$ cat config.mk
export PLATFORM = sky130hd
export DESIGN_NAME = conv_seq
export DESIGN_NICKNAME = d
export VERILOG_FILES = /design/src/rtl/seq_pkg.sv /design/src/rtl/seq_masks.sv /design/src/rtl/seq_timer.sv /design/src/rtl/seq_pin.sv /design/src/rtl/conv_seq.sv
export SDC_FILE = /design/constraint.sdc
export NUM_CORES = 1
export LEC_CHECK = 0
export ABC_AREA = 1
export BUFFER_PORTS_ARGS = -buffer_cell sky130_fd_sc_hd__buf_2
export CAP_MARGIN = 20
export CORE_MARGIN = 10
export CORE_UTILIZATION = 45
export DETAILED_ROUTE_END_ITERATION = 12
export PLACE_DENSITY = 0.69
export RECOVER_POWER = 25
export SLEW_MARGIN = 20
export SYNTH_ARGS = -nofsm -noshare
export SYNTH_HDL_FRONTEND = slang
export SYNTH_HIERARCHICAL = 1
export SYNTH_SLANG_ARGS = --single-unit
$ cat constraint.sdc
create_clock -name clk -period 3.8 [get_ports clk]
set_input_delay 0.38 -clock clk [delete_from_list [all_inputs] [get_ports clk]]
set_output_delay 0.38 -clock clk [all_outputs]
set_load 0.02 [all_outputs]
$ cat src/rtl/seq_pkg.sv
package seq_pkg;
   localparam int DAV_W   = 16;
   localparam int FUNC_W  = 4;

   // start-gating class of a function code
   localparam logic [2:0] GC_SCAN = 3'd0;  // codes 0,1: pen gate, host-mode sensitive
   localparam logic [2:0] GC_PEN  = 3'd1;  // codes 2..4: pen gate
   localparam logic [2:0] GC_ONCE = 3'd2;  // one-shot, no pen gate
   localparam logic [2:0] GC_LOOP = 3'd3;  // auxiliary scan, free running
   localparam logic [2:0] GC_NONE = 3'd4;  // reserved codes

   function automatic logic [2:0] fn_class(input logic [FUNC_W-1:0] f);
      unique case (f)
         4'd0, 4'd1:                         return GC_SCAN;
         4'd2, 4'd3, 4'd4:                   return GC_PEN;
         4'd5, 4'd6, 4'd7, 4'd9, 4'd10, 4'd11: return GC_ONCE;
         4'd8:                               return GC_LOOP;
         default:                            return GC_NONE;
      endcase
   endfunction

   function automatic logic [DAV_W-1:0] fn_post(input logic [FUNC_W-1:0] f);
      unique case (f)
         4'd0:  return 16'hF000;
         4'd1:  return 16'hC000;
         4'd2:  return 16'h8000;
         4'd3:  return 16'h4000;
         4'd4:  return 16'h3000;
         4'd5:  return 16'h0800;
         4'd6:  return 16'h0400;
         4'd7:  return 16'h0200;
         4'd8:  return 16'h0800;
         4'd9:  return 16'h0040;
         4'd10: return 16'h0020;
         4'd11: return 16'h0080;
         default: return 16'h0000;
      endcase
   endfunction

   function automatic logic [DAV_W-1:0] rd_clear(input logic [3:0] a);
      unique case (a)
         4'd0: return 16'h8000;
         4'd1: return 16'h4000;
         4'd2: return 16'h2000;
         4'd3: return 16'h1000;
         4'd4: return 16'h0800;
         4'd5: return 16'h0400;
         4'd6: return 16'h2200;
         4'd7: return 16'h00E0;
         default: return 16'h0000;
      endcase
   endfunction
endpackage

$ cat src/rtl/seq_masks.sv
module seq_masks
   import seq_pkg::*;
(
   input  logic [FUNC_W-1:0] act_fn,
   input  logic              rd_valid,
   input  logic [3:0]        rd_addr,
   output logic [DAV_W-1:0]  set_mask,
   output logic [DAV_W-1:0]  clr_mask
);
   always_comb begin
      set_mask = fn_post(act_fn);
      clr_mask = rd_valid ? rd_clear(rd_addr) : '0;
   end
endmodule

$ cat src/rtl/seq_timer.sv
module seq_timer #(
   parameter int CNT_W = 8
) (
   input  logic             clk,
   input  logic             rst_n,
   input  logic             start,
   input  logic             cancel,
   input  logic [CNT_W-1:0] len,
   output logic             busy,
   output logic             done
);
   logic [CNT_W-1:0] cnt_q;

   always_ff @(posedge clk or negedge rst_n) begin
      if (!rst_n) begin
         busy  <= 1'b0;
         cnt_q <= '0;
      end else if (cancel) begin
         busy  <= 1'b0;
      end else if (start) begin
         busy  <= 1'b1;
         cnt_q <= len;
      end else if (busy) begin
         if (cnt_q == '0) busy  <= 1'b0;
         else             cnt_q <= cnt_q - 1'b1;
      end
   end

   assign done = busy && (cnt_q == '0);

   // a running count that has not reached zero keeps the block busy
   p_hold_busy_r3: assert property (@(posedge clk) disable iff (!rst_n)
      (busy && cnt_q != '0 && !cancel) |=> busy);

   // the count only moves downward while running
   p_count_down_r3: assert property (@(posedge clk) disable iff (!rst_n)
      (busy && !cancel && !start && cnt_q != '0) |=> (cnt_q == $past(cnt_q) - 1'b1));
endmodule

$ cat src/rtl/seq_pin.sv
module seq_pin #(
   parameter bit REG_OUT = 1'b1
) (
   input  logic       clk,
   input  logic       rst_n,
   input  logic [1:0] mode,
   input  logic       pen,
   input  logic       dav_any,
   output logic       irq
);
   logic pin_val;

   always_comb begin
      unique case (mode)
         2'd0:    pin_val = !pen && dav_any;
         2'd2:    pin_val = !pen;
         default: pin_val = !dav_any;
      endcase
   end

   generate
      if (REG_OUT) begin : g_reg
         logic irq_q;
         always_ff @(posedge clk or negedge rst_n) begin
            if (!rst_n) irq_q <= 1'b0;
            else        irq_q <= pin_val;
         end
         assign irq = irq_q;

         // pen-only mode with the pen down holds the pin low next cycle
         p_pen_mode_r10: assert property (@(posedge clk) disable iff (!rst_n)
            (mode == 2'd2 && pen) |=> !irq);
         // data-ready modes with nothing pending raise the pin next cycle
         p_nodata_mode_r10: assert property (@(posedge clk) disable iff (!rst_n)
            ((mode == 2'd1 || mode == 2'd3) && !dav_any) |=> irq);
      end else begin : g_comb
         assign irq = pin_val;
      end
   endgenerate
endmodule

$ cat src/rtl/conv_seq.sv
module conv_seq
   import seq_pkg::*;
#(
   parameter int CNT_W   = 8,
   parameter bit IRQ_REG = 1'b1
) (
   input  logic             clk,
   input  logic             rst_n,
   input  logic             pen_down,
   input  logic             cmd_valid,
   input  logic             cmd_soft_rst,
   input  logic [3:0]       cmd_func,
   input  logic             cmd_prec,
   input  logic             cmd_sense_off,
   input  logic             cfg_wr,
   input  logic             cfg_host,
   input  logic             cfg_sense_off,
   input  logic             cfg_prec,
   input  logic             pin_wr,
   input  logic [1:0]       pin_sel,
   input  logic [CNT_W-1:0] conv_len,
   input  logic             rd_valid,
   input  logic [3:0]       rd_addr,
   input  logic             rd_pnd,
   output logic             busy,
   output logic             act_valid,
   output logic [3:0]       act_func,
   output logic             act_prec,
   output logic [15:0]      dav,
   output logic [15:0]      status_word,
   output logic             sense_en,
   output logic             irq
);
   localparam int STAT_BIT_RST = 7;
   localparam int STAT_BIT_PND = 2;

   generate
      if (CNT_W < 1 || CNT_W > 24) begin : g_bad_cnt
         $error("conv_seq: CNT_W must lie in 1..24");
      end
      if (DAV_W != 16 || FUNC_W != 4) begin : g_bad_pkg
         $error("conv_seq: package widths do not match the port widths");
      end
   endgenerate

   logic              sense_q, host_q, nprec_q, aprec_q, avalid_q;
   logic              rstflag_q, stflag_q, pnd_q;
   logic [FUNC_W-1:0] nfunc_q, afunc_q;
   logic [1:0]        pin_mode_q;
   logic [DAV_W-1:0]  dav_q, dav_d, set_mask, clr_mask;

   logic soft_rst, any_ev, off_req, cancel, start, eval_dis;
   logic gate_ok, dis_cond, dav_any, tmr_busy, tmr_done, cmp_done;
   logic [2:0] cls;

   assign soft_rst = cmd_valid && cmd_soft_rst;
   assign any_ev   = cmd_valid || cfg_wr || pin_wr || rd_valid;
   assign off_req  = cmd_valid ? (!cmd_soft_rst && cmd_sense_off) : (cfg_wr && cfg_sense_off);
   assign cancel   = soft_rst || (tmr_busy && off_req);
   assign cmp_done = tmr_done && !cancel;
   assign dav_any  = |dav_q;

   // start gate and pending-data shutoff for the selected function
   always_comb begin
      cls      = fn_class(nfunc_q);
      gate_ok  = 1'b0;
      dis_cond = 1'b0;
      unique case (cls)
         GC_SCAN: begin gate_ok = pen_down; dis_cond = !host_q && dav_any;   end
         GC_PEN:  begin gate_ok = pen_down; dis_cond = pen_down && dav_any; end
         GC_ONCE: begin gate_ok = 1'b1;     dis_cond = dav_any;             end
         GC_LOOP: begin gate_ok = 1'b1;     dis_cond = 1'b0;                end
         default: begin gate_ok = 1'b0;     dis_cond = 1'b0;                end
      endcase
   end

   assign eval_dis = !any_ev && dis_cond;
   assign start    = !any_ev && sense_q && !dis_cond && gate_ok && !tmr_busy;

   seq_timer #(.CNT_W(CNT_W)) u_timer (
      .clk    (clk),
      .rst_n  (rst_n),
      .start  (start),
      .cancel (cancel),
      .len    (conv_len),
      .busy   (tmr_busy),
      .done   (tmr_done)
   );

   seq_masks u_masks (
      .act_fn   (afunc_q),
      .rd_valid (rd_valid),
      .rd_addr  (rd_addr),
      .set_mask (set_mask),
      .clr_mask (clr_mask)
   );

   // per-bit next state of the data-ready register
   generate
      for (genvar b = 0; b < DAV_W; b++) begin : g_dav
         assign dav_d[b] = soft_rst ? 1'b0
                         : ((dav_q[b] && !clr_mask[b]) || (cmp_done && set_mask[b]));
      end
   endgenerate

   always_ff @(posedge clk or negedge rst_n) begin
      if (!rst_n) dav_q <= '0;
      else        dav_q <= dav_d;
   end

   // selection and mode registers
   always_ff @(posedge clk or negedge rst_n) begin
      if (!rst_n) begin
         sense_q    <= 1'b0;
         host_q     <= 1'b0;
         nfunc_q    <= '0;
         nprec_q    <= 1'b0;
         pin_mode_q <= 2'd0;
      end else if (soft_rst) begin
         sense_q    <= 1'b0;
         nfunc_q    <= '0;
         nprec_q    <= 1'b0;
         pin_mode_q <= 2'd0;
      end else begin
         if (cmd_valid) begin
            sense_q <= !cmd_sense_off;
            nfunc_q <= cmd_func;
            nprec_q <= cmd_prec;
         end else if (cfg_wr) begin
            sense_q <= !cfg_sense_off;
            nprec_q <= cfg_prec;
         end else if (eval_dis) begin
            sense_q <= 1'b0;
         end
         if (cfg_wr)  host_q     <= cfg_host;
         if (pin_wr)  pin_mode_q <= pin_sel;
      end
   end

   // active-function and status flags
   always_ff @(posedge clk or negedge rst_n) begin
      if (!rst_n) begin
         avalid_q  <= 1'b0;
         afunc_q   <= '0;
         aprec_q   <= 1'b0;
         rstflag_q <= 1'b0;
         stflag_q  <= 1'b1;
         pnd_q     <= 1'b0;
      end else if (soft_rst) begin
         avalid_q  <= 1'b0;
         rstflag_q <= 1'b0;
         stflag_q  <= 1'b1;
         pnd_q     <= 1'b0;
      end else begin
         if (start) begin
            avalid_q <= 1'b1;
            afunc_q  <= nfunc_q;
            aprec_q  <= nprec_q;
            stflag_q <= !pnd_q;
         end else if (cmp_done || cancel) begin
            avalid_q <= 1'b0;
         end
         if (rd_valid) begin
            pnd_q <= rd_pnd;
            if (rd_addr == 4'd7) rstflag_q <= 1'b1;
         end
      end
   end

   seq_pin #(.REG_OUT(IRQ_REG)) u_pin (
      .clk     (clk),
      .rst_n   (rst_n),
      .mode    (pin_mode_q),
      .pen     (pen_down),
      .dav_any (dav_any),
      .irq     (irq)
   );

   always_comb begin
      status_word = dav_q;
      status_word[STAT_BIT_RST] = dav_q[STAT_BIT_RST] | rstflag_q;
      status_word[STAT_BIT_PND] = dav_q[STAT_BIT_PND] | stflag_q;
   end

   assign busy      = tmr_busy;
   assign act_valid = avalid_q;
   assign act_func  = afunc_q;
   assign act_prec  = aprec_q;
   assign dav       = dav_q;
   assign sense_en  = sense_q;

   // a conversion only begins out of an enabled cycle
   p_start_enabled_r2: assert property (@(posedge clk) disable iff (!rst_n)
      $rose(busy) |-> $past(sense_q));
   // completion posts every bit of the function's mask
   p_mask_posted_r3: assert property (@(posedge clk) disable iff (!rst_n)
      cmp_done |=> ((dav_q & $past(set_mask)) == $past(set_mask)));
   // completion ends the active phase
   p_done_idle_r3: assert property (@(posedge clk) disable iff (!rst_n)
      cmp_done |=> (!busy && !act_valid));
   // a reserved code is never active
   p_no_reserved_r6: assert property (@(posedge clk) disable iff (!rst_n)
      act_valid |-> (act_func < 4'd12));
   // reading the first result drops its flag
   p_x_clear_r7: assert property (@(posedge clk) disable iff (!rst_n)
      (rd_valid && rd_addr == 4'd0 && !cmp_done) |=> !dav_q[15]);
   // a status read sets the reset-seen flag
   p_rst_seen_r8: assert property (@(posedge clk) disable iff (!rst_n)
      (rd_valid && rd_addr == 4'd7 && !soft_rst) |=> status_word[7]);
   // turning sensing off by command stops a conversion
   p_cancel_r9: assert property (@(posedge clk) disable iff (!rst_n)
      (cmd_valid && !cmd_soft_rst && cmd_sense_off) |=> !busy);
   // soft reset empties the data-ready register
   p_soft_clear_r11: assert property (@(posedge clk) disable iff (!rst_n)
      soft_rst |=> (dav_q == '0 && !sense_q));
endmodule

# Word-level counts from Yosys, hierarchy flattened

Memories as Yosys holds them, arrays and structs flattened.
Cells that the tools add are included.

Equal/unequal tests: 6
Mux-type cells: 50
Reductions and logical operators: 113
Shifts and indexed selects: 0
Add/sub/neg operators: 1
Div/mod/pow operators: 0
Multipliers: 0
Bitwise logic cells: 4
Magnitude comparators: 0

Operators with widths:

| cell                      | number |
|---|---|
| $logic_and 1x1->1         | 40 |
| $mux 1                    | 38 |
| $mux 16                   | 2 |
| $logic_not 1->1           | 27 |
| $mux 8                    | 3 |
| $logic_or 1x1->1          | 21 |
| $reduce_or 16->1          | 1 |
| $reduce_bool 2->1         | 6 |
| $logic_not 8->1           | 1 |
| $mux 4                    | 2 |
| $sub 8x1->8 const B       | 1 |
| $eq 3x2->1 const B        | 2 |
| $logic_and 1x1->1 const B | 6 |
| $reduce_and 2->1          | 3 |
| $reduce_bool 3->1         | 2 |
| $eq 4x3->1 const B        | 1 |
| $mux 2                    | 2 |
| $pmux 1 s2                | 2 |
| $reduce_bool 4->1         | 1 |
| $reduce_or 2->1           | 2 |
| $eq 3x1->1 const B        | 1 |
| $logic_not 3->1           | 1 |
| $pmux 1 s3                | 1 |
| $reduce_and 3->1          | 1 |
| other kinds (5)           | 7 |

Register bits: 44
Bits in read-only memories: 288
Memories kept: 3
Output and inout port bits: 41
Bits in latches: 0
Logic and storage cells: 192
Memory bits (writable): 0

Memory list:

| memory          | words | bits a word | read ports | clocked after Yosys merged registers in | wr ports | RTL line      | source |
|---|---|---|---|---|---|---|---|
| (no name shown) | 16    | 10          | 1          | 0                                       | 0        | seq_pkg.sv:23 | `unique case (f)` |
| (no name shown) | 8     | 10          | 1          | 0                                       | 0        | seq_pkg.sv:41 | `unique case (a)` |
| (no name shown) | 16    | 3           | 1          | 0                                       | 0        | seq_pkg.sv:13 | `unique case (f)` |

# Logic depth before layout (Yosys ltp)

Gate-level depths: netlist of run 1.

Word-level depth: 11
Mapped depth: 16
Gate-level depth less buffers: 14

# Hierarchy

The synthesis of run 1 kept the hierarchy.

Modules (own cells, without submodules):

| module    | area each (um2) | cells an instance | seq. area each (um2) | times used |
|---|---|---|---|---|
| conv_seq  | 1900.6          | 225               | 852.1                | 1 |
| seq_timer | 684.4           | 99                | 225.2                | 1 |
| seq_masks | 287.8           | 58                | 0.0                  | 1 |
| seq_pin   | 51.3            | 8                 | 25.0                 | 1 |

# Worst setup path before layout of run 1

Ideal clock, no wire load.

Path kind: register to register
Start: register dav_q[15] (netlist: dav[15])
End: register u_timer.cnt_q[0]
Required time: 3.678 ns
Buffers on the path: 3
Library setup time: 0.122 ns
Arrival: 1.756 ns
Clock period less this slack: 1.878 ns
Setup slack: 1.922 ns
Stages on the path, launching flop included: 14
Path through: dfrtp_1 -> nor2_1 -> nand2_1 -> nor2_1 -> nand2_1 -> nand2_1 -> nand2_2 -> buf_6 -> inv_2 -> buf_2 -> nor2_1 -> nor2_4 -> buf_12 -> o21ai_2

Longest elaborated chain between the ends: 9

RTL lines:

| what                                                                    | RTL line                       | source |
|---|---|---|
| start, declared                                                         | conv_seq.sv:50                 | `logic [DAV_W-1:0] dav_q, dav_d, set_mask, clr_mask;` |
| start signal, assigned                                                  | conv_seq.sv:108                | `else dav_q <= dav_d;` |
| $reduce_or 16->1 *                                                      | conv_seq.sv:61                 | `assign dav_any = \|dav_q;` |
| via dav_any                                                             | conv_seq.sv:53                 | `logic gate_ok, dis_cond, dav_any, tmr_busy, tmr_done, cmp_done;` |
| $logic_and 1x1->1, on equally long branches                             | conv_seq.sv:70, conv_seq.sv:69 |  |
| $pmux 1 s3 *                                                            | conv_seq.sv:68                 | `unique case (cls)` |
| $logic_not 1->1 *                                                       | conv_seq.sv:78                 | `assign start = !any_ev && sense_q && !dis_cond && gate_ok && !tmr_busy;` |
| $logic_and 1x1->1 * (3 in a row)                                        | conv_seq.sv:78                 |  |
| via start                                                               | conv_seq.sv:52                 | `logic soft_rst, any_ev, off_req, cancel, start, eval_dis;` |
| $ne 2x2->1 (no source line) / $reduce_bool 2->1 (equally long branches) | n/a                            |  |
| $reduce_and 3->1 (no source line)                                       | n/a                            |  |
| end signal, assigned                                                    | seq_timer.sv:22                | `cnt_q <= len;` |
| end signal, assigned                                                    | seq_timer.sv:25                | `else cnt_q <= cnt_q - 1'b1;` |
| end, declared                                                           | seq_timer.sv:12                | `logic [CNT_W-1:0] cnt_q;` |

The timed path passes the listed nets; every way through them passes the cells marked *.
A chain may end at the register's enable or synchronous reset.

# Worst setup path in the final report of run 1

Start: register dav_q[3] (netlist: dav[3])
End: register u_timer.cnt_q[3]

Same word-level chain as after synthesis.

==> flow_metrics.py, run 1 <==
metrics = {
    "place": {
        "port_buffers": 72,
        "dpl-instance-area_mm2": 0.003129,
        "place_inst": 512,
        "place_congestion": 0.8604,
        "dp_worst_setup_slack_ns": 1.332,
        "place_hpwl_mm": 5.170,
    },
    "timing": {
        "skew_ns": 0.007286,
        "rsz0062_at_grt": "no",
        "period_share": 0.6172,
        "final_max_slew_viol_count": 45,
        "relSlewSlack": -0.5562,
        "setup_ws_ns": 1.454,
        "finalSetupViolCount": 0,
        "post-route-min-period_ns": 2.346,
        "tightest_slew_ns": 2.334,
        "max_freq_mhz": 426.3,
        "fin_tns_setup_ns": 0,
        "hold_viol": 0,
    },
    "logic_synthesis": {
        "yosys.cell_types.count": 32,
        "ys_warn_count": 6,
        "synth-seq-cells": 44,
        "syn_inst": 390,
        "synth_seq_area_share": 0.3770,
        "syn-cell-area_mm2": 0.002924,
        "avgSynthCellArea_um2": 7.498,
    },
    "floorplan": {
        "die_w_um": 100.6,
        "die_area_mm2": 0.01012,
        "die_y_um": 100.6,
        "rows": 29,
        "start_util": 0.4631,
        "num_io_pins": 73,
        "core_mm2": 0.006314,
    },
    "run": {
        "maxCapViolations": 1,
    },
    "grt": {
        "overflow": 0,
        "grt_max_degree": 45,
        "gr-usage-all-layers": 0.1368,
        "grt_pass1_vias": 2460,
        "grt_pass1_wl_mm": 11.50,
        "antenna_found_initial": 0,
    },
    "final_layout": {
        "finalInstanceArea_mm2": 0.003218,
        "syn_to_final_growth_pct": 10.06,
        "antenna_cells": 0,
        "nets": 476,
        "fin_cells": 520,
        "drive_gt1_frac": 0.3138,
    },
    "pwr": {
        "fin_total_pwr_mw": 1.334,
        "vdd_ir_drop_max_v": 0.0003043,
        "powerDensity_mw_per_mm2": 414.6,
        "leakage_nw": 1.680,
    },
    "route": {
        "drt_iter0_drc": 108,
        "viasPerCell": 4.790,
        "first_pass_iters": 4,
        "wl_mm": 6.679,
        "ant_nets": 0,
        "remaining_drc_errors": 0,
        "wl_per_cell_um": 12.84,
        "vias": 2491,
    },
    "cts": {
        "postCtsSetupRepairBufs": 0,
        "cts.sinks": 44,
        "cts_htree_levels": 2,
        "cts_max_path_buffers": 2,
        "numCtsBuffers": 5,
        "tritoncts": "yes",
        "path_clk_slew_ns": 0.08,
        "root_buffer": "clkbuf_8",
        "cts-resized-gates": 0,
        "insertion_delay_ns": 0.30,
        "cts_hold_buffers": 0,
    },
    "setup_path": {
        "crit_type": "reg2reg",
        "cp_max_fo": 14,
        "critPathLaunchType": "register",
        "cp-end-kind": "register",
        "cp.arrival_ns": 2.58,
        "crit_required_ns": 4.03,
    },
    "run_status": {
        "status": "finished with violations",
        "violations": "capacitance limit, slew limit",
    },
    "worst_hold_path": {
        "hold_path_class": "in2reg",
    },
}
[cells by family after synthesis]
family,Yosys count,share of synthesized area
buffers and inverters,94,0.1733
flip-flops,44,0.3770
AO/OA/AOI/OAI,46,0.1078
other,1,0.001282
adder cells (fa/ha/maj),2,0.008557
AND/OR/NAND/NOR,203,0.3321
[area by class of cell]
type	instances	area [µm²]
timing repair buffer	73	366.6
clock buffer	8	90.09
fill	668	3095
sequential	44	1102
inverter	55	206.4
tap	77	96.34
multi-input combinational	263	1356
[worst paths after layout]
path,start,to,slack (ns),cells past startpoint
worst max-delay path,dav[3],u_timer/cnt_q[3],1.45,13
worst min-delay path,pin_sel[0],pin_mode_q[0],0.30,3
worst max register to register,dav[3],u_timer/cnt_q[3],1.45,13
worst min register to register,rstflag_q,rstflag_q,0.49,2
max in group asynchronous,rst_n,u_timer/cnt_q[7],1.69,1
min in group asynchronous,rst_n,dav[12],0.77,1
[cell usage after synthesis (all sizes together)]
cell type	instances	share of area
nand2	100	0.14
inv	55	0.071
nor2	53	0.073
dfrtp	43	0.37
buf	39	0.10
o21ai	24	0.058
nand3	23	0.043
a21oi	20	0.045
nand4	18	0.060
nor3	3	0.0068
or2	3	0.0064
ha	2	0.0086
nand3b	2	0.0051
and2	1	0.0026
conb	1	0.0013
dfstp	1	0.0090
o31ai	1	0.0026
o32ai	1	0.0030
[worst max-delay path: stages, from the launching register on]
cell     delay (ns)
dfrtp_1        0.41
nor2_1         0.13
nand2_1        0.07
nor2_1         0.10
nand2_1        0.13
nand2_1        0.13
nand2_2        0.18
inv_2          0.21
inv_1          0.17
nand3_2        0.12
nand2_2        0.07
nor2_4         0.34
nand2_1        0.13
o21ai_2        0.07
[metal layers]
layer | vias up | wire length [µm] | share of wire | GRT usage
met1 | 1117 | 2991 | 0.45 | 0.1683
met4 | 0 | 78 | 0.012 | 0.03913
met5 | - | 0 | 0 | 0
met3 | 7 | 671 | 0.10 | 0.05350
li1 | 1287 | - | - | -
met2 | 80 | 2937 | 0.44 | 0.2162
[sequential cells by signal, indices dropped and copies added, names as in the netlist]
signal and count:
act_valid 1, pnd_q 1, host_q 1, u_pin/irq 1, nprec_q 1, nfunc_q 4, u_timer/cnt_q 8, sense_en 1
dav 16, pin_mode_q 2, act_prec 1, act_func 4, stflag_q 1, u_timer/busy 1, rstflag_q 1
[stage by stage]
stage                     hold slack, ns  utilization
after detailed placement          0.4831       0.4956
after global routing              0.3194       0.5097
final                             0.3024       0.5097
after floorplan                  0.08441            -
after global placement            0.4691       0.4956
after CTS                         0.2885       0.5099
[report_power, final]
part / total, mW / switching [mW] / internal [mW] / leakage, nW
Sequential: 0.596 / 0.0642 / 0.531 / 0.581
Clock: 0.306 / 0.157 / 0.148 / 0.0455
Combinational: 0.433 / 0.280 / 0.153 / 1.05
Total: 1.33 / 0.502 / 0.833 / 1.68
[layout by cell type (no fill, tap or decap), drive strengths merged]
master | netlist | layout
ha | 2 | 2
nor2 | 53 | 53
dfrtp | 43 | 43
clkbuf | 0 | 9
a21oi | 20 | 20
nand2 | 100 | 100
nor3 | 3 | 3
nand3b | 2 | 2
inv | 55 | 55
o31ai | 1 | 1
o32ai | 1 | 1
nand4 | 18 | 18
or2 | 3 | 3
and2 | 1 | 1
buf | 39 | 72
o21ai | 24 | 24
conb | 1 | 12
dfstp | 1 | 1
nand3 | 23 | 23
Power figures use the tool's default switching activity.
==> inputs of run 2 (changes only) <==
--- a/config.mk
+++ b/config.mk
@@ -11,7 +11,7 @@
 export CORE_MARGIN = 10
 export CORE_UTILIZATION = 45
 export DETAILED_ROUTE_END_ITERATION = 12
-export PLACE_DENSITY = 0.69
+export PLACE_DENSITY = 0.72
 export RECOVER_POWER = 25
 export SLEW_MARGIN = 20
 export SYNTH_ARGS = -nofsm -noshare
==> constraint.sdc (replaced) <==
create_clock -name clk -period 2 [get_ports clk]
set_input_delay 0.2 -clock clk [delete_from_list [all_inputs] [get_ports clk]]
set_output_delay 0.2 -clock clk [all_outputs]
set_load 0.02 [all_outputs]
==> run 2 against run 1 <==
The run now ends clean. Global-route usage is 0.17 points lower. Non-clock buffer count rose by 12. Final cell count is 2.3% higher. Critical path depth is 1 lower. First-iteration DRC count rose by 7.4%. Die area stayed put. Clock power increased by 120%. Worst setup slack got worse by 1.2 ns. Count of clock-buffer cells in the layout decreased by 2. Largest cell class unchanged.
==> flow_metrics.py, run 2 (synthesis gave the netlist of run 1 again) <==
metrics = {
    "setup_path": {
        "critPathLaunchType": "register",
        "cp_max_fo": 7,
        "startpoint": "dav[3]",
        "rr_worst_depth": 12,
        "crit_required_ns": 2.18,
        "r2r_start": "dav[3]",
        "crit_type": "reg2reg",
        "cp.arrival_ns": 1.97,
        "cp-end-kind": "register",
    },
    "run": {
        "maxCapViolations": 0,
    },
    "final_layout": {
        "antenna_cells": 0,
        "largest_reg_flops": 16,
        "final_cell_mix": "nand2_1 (93), buf_2 (71), nor2_1 (49)",
        "final_util": 0.5266,
        "final_common_cell": "nand2_1",
        "syn_to_final_growth_pct": 13.69,
        "nets": 488,
        "drive_gt1_frac": 0.3187,
    },
    "timing": {
        "period_share": 0.8951,
        "fin_tns_setup_ns": 0,
        "skew_ns": 0.01079,
        "whs_ns": 0.1307,
        "post-route-min-period_ns": 1.790,
        "finalSetupViolCount": 0,
        "final_max_slew_viol_count": 0,
        "rsz0062_at_grt": "no",
        "max_freq_mhz": 558.6,
        "hold_viol": 0,
        "tightest_slew_ns": 1.104,
        "relSlewSlack": 0.2638,
    },
    "floorplan": {
        "rows": 29,
        "die_area_mm2": 0.01012,
        "start_util": 0.4631,
        "die_w_um": 100.6,
        "core_mm2": 0.006314,
        "num_io_pins": 73,
        "die_y_um": 100.6,
    },
    "pwr": {
        "leakage_nw": 1.752,
        "vdd_ir_drop_max_v": 0.0004075,
        "p_int_mw": 1.695,
        "powerDensity_mw_per_mm2": 796.7,
        "power.switching_uw": 953.5,
        "p_comb_frac": 0.319,
        "swShare": 0.3600,
        "clockPowerShare": 0.252,
        "seqPwrFrac": 0.429,
    },
    "worst_hold_path": {
        "hold_path_class": "in2reg",
        "hold_depth": 3,
        "worstHoldStart": "pin_sel[1]",
    },
    "route": {
        "vias": 2528,
        "wl_met2_mm": 2.980,
        "dr_wl_met3_um": 516,
        "top_layer_used": "met4",
        "wl_met1_mm": 3.124,
        "wl_per_cell_um": 12.52,
        "ant_nets": 0,
        "viasPerCell": 4.752,
        "drt_iter0_drc": 116,
        "first_pass_iters": 4,
        "wl_mm": 6.663,
        "remaining_drc_errors": 0,
    },
    "cts": {
        "tritoncts": "yes",
        "insertion_delay_ns": 0.30,
        "cts_max_path_buffers": 2,
        "cts.sinks": 44,
        "numCtsBuffers": 5,
        "cts-resized-gates": 0,
        "root_buffer": "clkbuf_8",
        "path_clk_slew_ns": 0.08,
        "cts_htree_levels": 2,
    },
    "grt": {
        "grt_pass1_vias": 2579,
        "grt_pass1_wl_mm": 11.49,
        "overflow": 0,
        "gr-usage-all-layers": 0.1351,
        "antenna_found_initial": 0,
        "grt_max_degree": 45,
    },
    "place": {
        "port_buffers": 72,
        "place_congestion": 0.8731,
        "place_hpwl_mm": 5.215,
    },
    "run_status": {
        "status": "finished clean",
    },
}
[run 2: final cells by class]
| class | instances | area (µm²) |
|---|---|---|
| tap | 77 | 96.34 |
| clock inverter | 2 | 35.03 |
| inverter | 55 | 206.4 |
| timing repair buffer | 85 | 469.2 |
| sequential | 44 | 1102 |
| multi-input combinational | 263 | 1343 |
| fill | 646 | 2989 |
| clock buffer | 6 | 72.57 |
[run 2: what timing repair did]
action,4_1_cts,5_1_grt
buffers inserted,0,2
hold buffers,1,0
hold endpoints to repair,11,0
endpoints found under the setup margin,0,8
[run 2: per-layer routing]
| metal | global-route usage | vias to the layer above |
|---|---|---|
| li1 | - | 1316 |
| met1 | 0.1683 | 1138 |
| met4 | 0.03370 | 0 |
| met3 | 0.04527 | 5 |
| met2 | 0.2187 | 69 |
| met5 | 0 | - |
[run 2: critical path, cell delays in order, from the launching register on]
cell and delay (ns):
dfrtp_1 0.40, nor2_1 0.12, nand2_1 0.07, nor2_1 0.10, nand2_1 0.11, nand2_1 0.12
nand2_2 0.07, inv_2 0.07, inv_1 0.06, buf_4 0.16, or2_2 0.28, nand3_2 0.07
nand2_1 0.05
[run 2: final timing paths]
check / to / slack [ns]
worst max-delay path: u_timer/cnt_q[7] / 0.21
worst min-delay path: pin_mode_q[1] / 0.13
worst max register to register: u_timer/cnt_q[7] / 0.21
worst min register to register: rstflag_q / 0.50
max in group asynchronous: dav[13] / 0.59
min in group asynchronous: dav[11] / 0.74
[run 2: power by group through the flow]
stage          clock [mW]  combinational (mW)  sequential, mW
2_1_floorplan           0               0.624            1.15
3_3_place_gp            0               0.813            1.14
3_5_place_dp            0               0.841            1.15
4_1_cts             0.692               0.845            1.13
5_1_grt             0.723               0.981            1.15
6_report            0.669               0.845            1.14
[run 2: through the flow]
stage          cells  power, mW  area (µm²)  setup WS (ns)
4_1_cts          530      2.668        3314        0.09185
3_5_place_dp     521      1.988        3197         0.1430
2_1_floorplan    401      1.776        2965         0.1225
3_3_place_gp     521      1.955        3197         0.2016
6_report         532      2.649        3324         0.2098
5_1_grt          532      2.856        3324       0.005462
